`src/rtl/fsync_ctrl.sv`:
```
module fsync_ctrl #(
  parameter int WORD_W = 4,
  parameter int LOCK_RUN = 4,
  parameter logic [WORD_W-1:0] RST_WORD = 8
) (
  input  logic              ref_clk,
  input  logic              rst_n,
  input  logic              ext_sel_i,
  input  logic [WORD_W-1:0] ext_word_i,
  input  logic              tap_prev_i,
  input  logic              tap_last_i,
  output logic              launch_o,
  output logic [WORD_W-1:0] freq_word_o,
  output logic              locked_o,
  output logic              illegal_o
);
  localparam int CNT_W = $clog2(LOCK_RUN + 1);
  localparam logic [WORD_W-1:0] WORD_MAX = '1;
  localparam logic [WORD_W-1:0] WORD_MIN = '0;
  localparam logic [CNT_W-1:0] RUN_FULL = CNT_W'(LOCK_RUN);
  localparam logic [1:0] SNAP_SLOW  = 2'b00;
  localparam logic [1:0] SNAP_FAST  = 2'b11;
  localparam logic [1:0] SNAP_MATCH = 2'b10;

  logic              en_q, armed_q;
  logic [1:0]        snap_q;
  logic [WORD_W-1:0] word_q;
  logic [CNT_W-1:0]  run_q;
  logic              bad_q;

  always_ff @(negedge ref_clk or negedge rst_n) begin
    if (!rst_n) begin
      en_q    <= 1'b0;
      armed_q <= 1'b0;
      snap_q  <= SNAP_SLOW;
    end else begin
      en_q    <= 1'b1;
      armed_q <= en_q;
      snap_q  <= {tap_prev_i, tap_last_i};
    end
  end

  assign launch_o = en_q & ref_clk;

  always_ff @(posedge ref_clk or negedge rst_n) begin
    if (!rst_n) begin
      word_q <= RST_WORD;
      run_q  <= '0;
      bad_q  <= 1'b0;
    end else if (ext_sel_i) begin
      run_q <= '0;
    end else if (armed_q) begin
      case (snap_q)
        SNAP_SLOW: begin
          if (word_q != WORD_MAX) word_q <= word_q + 1'b1;
          run_q <= '0;
        end
        SNAP_FAST: begin
          if (word_q != WORD_MIN) word_q <= word_q - 1'b1;
          run_q <= '0;
        end
        SNAP_MATCH: begin
          if (run_q != RUN_FULL) run_q <= run_q + 1'b1;
        end
        default: begin
          run_q <= '0;
          bad_q <= 1'b1;
        end
      endcase
    end
  end

  assign freq_word_o = ext_sel_i ? ext_word_i : word_q;
  assign locked_o    = (run_q == RUN_FULL);
  assign illegal_o   = bad_q;
endmodule


```
`config.mk`:
```
export PLATFORM = sky130hd
export DESIGN_NAME = fsync_ctrl
export DESIGN_NICKNAME = d
export VERILOG_FILES = /design/src/rtl/fsync_ctrl.sv
export SDC_FILE = /design/constraint.sdc
export NUM_CORES = 1
export LEC_CHECK = 0
export ABC_AREA = 1
export CAP_MARGIN = 10
export CORE_MARGIN = 5
export CORE_UTILIZATION = 44
export CTS_CLUSTER_DIAMETER = 40
export DETAILED_ROUTE_END_ITERATION = 10
export PLACE_DENSITY = 0.81
export SYNTH_ARGS = -nofsm -noshare
export SYNTH_HDL_FRONTEND = slang
export SYNTH_SLANG_ARGS = --single-unit
```
`constraint.sdc`:
```
create_clock -name ref_clk -period 1.4 [get_ports ref_clk]
set_input_delay 0.28 -clock ref_clk [delete_from_list [all_inputs] [get_ports ref_clk]]
set_output_delay 0.28 -clock ref_clk [all_outputs]
set_load 0.005 [all_outputs]
```
---- After elaboration in Yosys (flattened, before gate mapping) ----
Cells that the tools add are included.
operators by class
  equal/unequal tests ..................... 8
  muxes and demuxes ....................... 8
  bitwise logic cells ..................... 3
  add/sub/neg operators ................... 3
  reduce and logical (&&, ||, !) cells .... 8
operators with widths
  cell                   number
  $mux W3                4
  $mux W4                3
  $pmux W4 S2            1
  $ne A3 B3 Y1 const B   2
  $reduce_and A5 Y1      1
  $add A4 B1 Y4 const B  1
  $eq A2 B2 Y1 const B   2
  $ne A2 B2 Y1 const B   2
  $ne A4 B4 Y1 const B   1
  $reduce_bool A2 Y1     2
  $reduce_bool A4 Y1     1
  $sub A4 B1 Y4 const B  1
  $add A3 B1 Y3 const B  1
  $eq A3 B3 Y1 const B   1
  $reduce_and A3 Y1      1
  $reduce_or A3 Y1       1
  $logic_not A2 Y1       1
  $not A1 Y1             2
  $reduce_and A2 Y1      1
  $and A1 B1 Y1          1
storage, ports and cells
  output and inout bits ................... 7
  input port bits ......................... 9
  bits in registers ....................... 12
  logic and storage cells ................. 36

---- Longest topological paths before layout ----
Gate-level depths: netlist of the first run.
  word-level depth ........................ 5
  gate-level depth with buffers ........... 9

==> out/qor.yml, run 1 <==
outcome:
  status: "finished, violations left"
  violations: "negative setup slack"
pwr:
  p_comb_frac: 0.512
  power_density_nw_per_um2: 1290
  switchingPower_uw: 648
  seqPwrFrac: 0.267
  peakVddDrop_uv: 731
  sw_frac_of_total: 0.368
  clkPwrFrac: 0.221
  intPower_uw: 1110
  leakage_uw: 0.000686
setup_path:
  r2r_start: "snap_q[0]"
  required_ps: 1680
  reg2reg_depth: 8
  crit_type: "flip-flop to flip-flop"
  endpoint: "word_q[2]"
  cp-startpoint: "snap_q[0]"
  timing.rr.end: "word_q[2]"
  start_kind: "flip-flop"
  worstPathMaxFanout: 3
  arrival_ps: 2520
  r2r_slack_ps: -830
  cp-end-kind: "flip-flop"
final_layout:
  multiInputGateArea_sq_um: 513
  drive_gt1_frac: 0.558
  final_area_sq_um: 1370
  fill_cells: 96
  num-nets-final: 172
  final_cell_mix: "39 x buf_4, 20 x nand2_1, 10 x inv_2, 7 x dfrtp_1, 7 x clkdlybuf4s50_1"
  layout_commonest_cell: "buf_4"
  antennaDiodeCount: 0
  stdcell_count: 179
  regArea_sq_um: 302
  area_growth_pct: 76.0
  fin_util: 0.799
grt:
  grt_pass1_vias: 936
  track_usage: 0.200
  grt_max_degree: 10
  grt_overflow: 0
  grt_first_pass_wirelength_mm: 3.82
  antenna_found_initial: 0
cts:
  tritoncts: "done"
  clock_latency_ps: 410
  path_clk_slew_ps: 80
detailed_routing:
  vias: 847
  drt-met1-wl_um: 890
  final_antenna_net_count: 0
  firstDrtPassIters: 4
  drtIter0Drc: 21
  wire_per_inst_um: 12.9
  drc: 0
  viasPerCell: 4.73
  top_layer_used: "met4"
  wl_met2_mm: 1.22
  wl_met3_um: 125
  wl_mm: 2.32
yosys:
  syn-num-nets: 111
  syn_inst: 94
  syn_area_sq_um: 776
  synthDistinctLibCells: 23
  synth-seq-cells: 12
  ys_seq_area_frac: 0.389
  yosysWarnings: 0
  syn_area_per_cell_sq_um: 8.25
place:
  place_inst: 152
  numPortBuffers: 15
  place_congestion: 0.807
  dp_hpwl_mm: 1.41
  place_area_sq_um: 1120
  pre_cts_ws_ps: -749
sta:
  drv_slew: 0
  hold_viol: 0
  setup_ws_ps: -833
  fin_worst_skew_ps: 14.5
  hold_ws_ps: 336
  setup_viol: 12
  rsz0062_at_grt: "yes"
floorplanning:
  die_h_um: 52.0
  rows: 15
  ioPinCount: 16
  initial_core_util: 0.454
  fp.dieArea_sq_um: 2700
  core_area_sq_um: 1710
  fp.dieW_um: 52.0
worst_hold_path:
  min_path_type: "primary input to asynchronous set/reset pin"
job:
  cap_viol_max_count: 0
## flip-flops by register name, summed over array words and instances (netlist names)
| register | flops |
|---|---|
| armed_q | 1 |
| en_q | 1 |
| illegal_o | 1 |
| run_q | 3 |
| snap_q | 2 |
| word_q | 4 |
## routing by layer
layer / GRT usage / vias to the layer above
met5: 0 / -
met1: 0.185 / 393
met4: 0.179 / 0
met2: 0.358 / 31
met3: 0.0458 / 10
li1: - / 413
## how the worst min path moves through the flow
| stage | start | end | depth (start not counted) |
|---|---|---|---|
| 6_report | rst_n | word_q[0] | 2 |
| 5_1_grt | rst_n | illegal_o | 2 |
| 4_1_cts | rst_n | illegal_o | 2 |
| 3_5_place_dp | en_q | armed_q | 0 |
| 3_3_place_gp | en_q | armed_q | 0 |
| 2_1_floorplan | rst_n | illegal_o | 0 |
## power groups by stage
| stage | registers (uW) | clock network (uW) | logic (uW) |
|---|---|---|---|
| after floorplan | 499 | 15.2 | 311 |
| after global placement | 460 | 43.4 | 652 |
| after detailed placement | 464 | 43.4 | 683 |
| after CTS | 461 | 395 | 830 |
| after global routing | 476 | 433 | 989 |
| final | 469 | 389 | 902 |
## cells by family after synthesis
kind of cell	after synthesis	synth area share
other	1	0.00483
buffers and inverters	17	0.0839
xor gates and xnor gates	3	0.0436
adders and majority gates	8	0.129
AOI/OAI and AO/OA	12	0.0871
and+or+nand+nor	41	0.263
DFF	12	0.389
## area by class of cell
cell class / instances / share of cell area
Sequential cell: 12 / 0.221
Timing Repair Buffer: 53 / 0.297
Multi-Input combinational cell: 65 / 0.376
Inverter: 15 / 0.0412
Tap cell: 25 / 0.0229
Clock inverter: 1 / 0.00275
Clock buffer: 8 / 0.0394
## metrics by stage
stage | setup TNS [ps] | total power, uW
finish | -6580 | 1760
global route | -7530 | 1900
CTS | -6140 | 1690
detailed placement | -8150 | 1190
global placement | -7560 | 1150
floorplan | -4570 | 825
## synth_stat cells
| master | instances | area share |
|---|---|---|
| ha_1 | 8 | 0.13 |
| nor2_2 | 4 | 0.032 |
| a21oi_1 | 1 | 0.0064 |
| conb_1 | 1 | 0.0048 |
| o21ai_0 | 6 | 0.039 |
| xor2_2 | 1 | 0.021 |
| nor2_1 | 5 | 0.024 |
| nand4_2 | 1 | 0.016 |
| dfstp_2 | 1 | 0.034 |
| o21ai_1 | 2 | 0.013 |
| buf_2 | 1 | 0.0064 |
| dfrtp_1 | 7 | 0.23 |
| nand2_1 | 23 | 0.11 |
| xnor2_1 | 1 | 0.011 |
| dfrtn_1 | 4 | 0.13 |
| a31oi_1 | 1 | 0.0081 |
| inv_1 | 16 | 0.077 |
| o31ai_1 | 1 | 0.0097 |
| a31o_2 | 1 | 0.011 |
| nand3b_4 | 1 | 0.026 |
| xor2_1 | 1 | 0.011 |
| nand3_1 | 6 | 0.039 |
| nor2_4 | 1 | 0.015 |
## critical path, cell delays in order (launching register included)
cell and delay, ps:
dfrtn_1 500, ha_4 190, nand2_2 50, inv_2 70, nor2_4 50, ha_4 160, a21oi_4 100, xor2_1 180
o21ai_1 100
## timing repair
item                                    in CTS  in global routing
hold buffers                                 0                  0
gates resized for setup                     44                  9
setup buffers                               17                  3
pin swaps                                    4                  3
endpoints found under the setup margin      16                 14
No activity file was read; power rests on OpenSTA's default activity.
==> run 2: changes to the inputs <==
Settings changed: SETUP_SLACK_MARGIN from default to 0.3.
==> out/qor.yml, run 2 (synthesized netlist as in run 1, its figures left out) <==
outcome:
  status: "finished, violations left"
  violations: "negative setup slack"
worst_hold_path:
  min_path_type: "primary input to asynchronous set/reset pin"
pwr:
  sw_frac_of_total: 0.363  # -0.00467
  clkPwrFrac: 0.212  # -0.009
  peakVddDrop_uv: 715  # -2.2%
  seqPwrFrac: 0.256  # -0.011
  leakage_uw: 0.000711  # +3.6%
  p_comb_frac: 0.532  # +0.020
  switchingPower_uw: 669  # +3.2%
  power_density_nw_per_um2: 1300  # +0.97%
  intPower_uw: 1170  # +5.3%
place:
  place_area_sq_um: 1120  # unchanged
  place_congestion: 0.807  # unchanged
  pre_cts_ws_ps: -749  # unchanged
  dp_hpwl_mm: 1.41  # unchanged
  numPortBuffers: 15  # unchanged
  place_inst: 152  # unchanged
sta:
  drv_slew: 0  # unchanged
  setup_ws_ps: -789  # +44.0 ps
  setup_viol: 12  # unchanged
  fin_worst_skew_ps: 13.5  # -1.02 ps
  hold_viol: 0  # unchanged
  rsz0062_at_grt: "yes"
final_layout:
  largest_register_ff_count: 4  # unchanged
  num-nets-final: 176  # +2.3%
  antennaDiodeCount: 0  # unchanged
  largestRegisters: "word_q: 4 flops, run_q: 3 flops, snap_q: 2 flops"
  stdcell_count: 183  # +2.2%
  layout_commonest_cell: "buf_4"
  fill_cells: 83  # -14%
  final_area_sq_um: 1410  # +3.6%
  area_growth_pct: 82.3
  drive_gt1_frac: 0.608  # +0.0492
  regMostFlops: "word_q"
  final_cell_mix: "42 x buf_4, 20 x nand2_1, 10 x inv_2, 7 x dfrtp_1, 7 x buf_2"
grt:
  grt_overflow: 0  # unchanged
  grt_max_degree: 10  # unchanged
  grt.met1_usage: 0.192  # +0.00679
  antenna_found_initial: 0  # unchanged
  grt_busiest_layer: "met2"
  met2_usage: 0.387  # +0.0293
  grt_pass1_vias: 969  # +3.5%
  met3_usage: 0.0372  # -0.00860
  grt_first_pass_wirelength_mm: 4.00  # +4.9%
  track_usage: 0.205  # +0.00530
setup_path:
  cp-startpoint: "snap_q[1]"
  worstPathMaxFanout: 4  # +1
  start_kind: "flip-flop"
  required_ps: 1690  # about the same
  crit_type: "flip-flop to flip-flop"
  arrival_ps: 2480  # -40 ps
  endpoint: "word_q[0]"
  r2r_slack_ps: -790  # +40 ps
  cp-end-kind: "flip-flop"
  reg2reg_depth: 7  # -1
  r2r_start: "snap_q[1]"
  timing.rr.end: "word_q[0]"
floorplanning:
  die_h_um: 52.0  # unchanged
  rows: 15  # unchanged
  ioPinCount: 16  # unchanged
  fp.dieW_um: 52.0  # unchanged
  fp.dieArea_sq_um: 2700  # unchanged
  initial_core_util: 0.454  # unchanged
  core_area_sq_um: 1710  # unchanged
cts:
  clock_latency_ps: 410  # about the same
  path_clk_slew_ps: 80  # about the same
  ctsHoldBuffers: 0  # unchanged
  tritoncts: "done"
detailed_routing:
  final_antenna_net_count: 0  # unchanged
  viasPerCell: 4.85  # +2.5%
  drtIter0Drc: 35  # +67%
  wire_per_inst_um: 13.7  # +6.2%
  firstDrtPassIters: 4  # unchanged
  drc: 0  # unchanged
  wl_mm: 2.52  # +8.6%
  vias: 888  # +4.8%
job:
  cap_viol_max_count: 0  # unchanged
-- run 2: timing repair --
item | CTS | global route
pin swaps | 4 | 7
endpoints found under the hold margin | 0 | 0
buffers inserted | 19 | 5
setup endpoints to repair | 18 | 16
gates resized for setup | 49 | 18
-- run 2: area by class of cell --
type                       count  area (sq um)  share of cell area
clock inverter                 1          3.75             0.00265
tap                           25          31.3              0.0221
inverter                      15          58.8              0.0416
clock buffer                   8          53.8              0.0381
multi-input combinational     65           536               0.379
sequential                    12           302               0.213
timing repair buffer          57           429               0.304
-- run 2: critical path, stage by stage, from the launching register on --
cell and delay [ps]:
dfrtn_1 510, buf_6 130, inv_4 30, ha_4 210, nor2_4 100, buf_4 120, nand3b_4 100, xor2_2 150
-- run 2: power groups by stage --
stage                     logic, uW  registers [uW]  clock network [uW]
after detailed placement        683             464                43.4
final                           979             471                 391
after global placement          652             460                43.4
after floorplan                 311             499                15.2
after CTS                       866             461                 395
after global routing           1060             478                 427
-- run 2: metrics by stage --
step	util	power, uW	hold WS [ps]	TNS, ps
floorplan	-	825	-15.6	-4570
global placement	0.656	1150	321	-7560
detailed placement	0.656	1190	357	-8150
CTS	0.775	1720	359	-6140
global route	0.828	1960	379	-7360
finish	0.828	1840	336	-6540
-- run 2: how the worst min path moves through the flow --
stage           from   endpoint
2_1_floorplan  rst_n  illegal_o
6_report       rst_n  illegal_o
3_5_place_dp    en_q    armed_q
3_3_place_gp    en_q    armed_q
5_1_grt        rst_n  illegal_o
4_1_cts        rst_n  illegal_o
-- run 2: routing by layer --
layer  share of wire  routed length (um)
met5               0                   0
met1            0.37                 919
met3           0.054                 135
met2            0.54                1350
met4           0.044                 110
==> run 3: changes to the inputs <==
Settings changed: SLEW_MARGIN from default to 20.
==> results of run 3 <==
No change in the layout: final DEF, timing and power equal those of run 2.
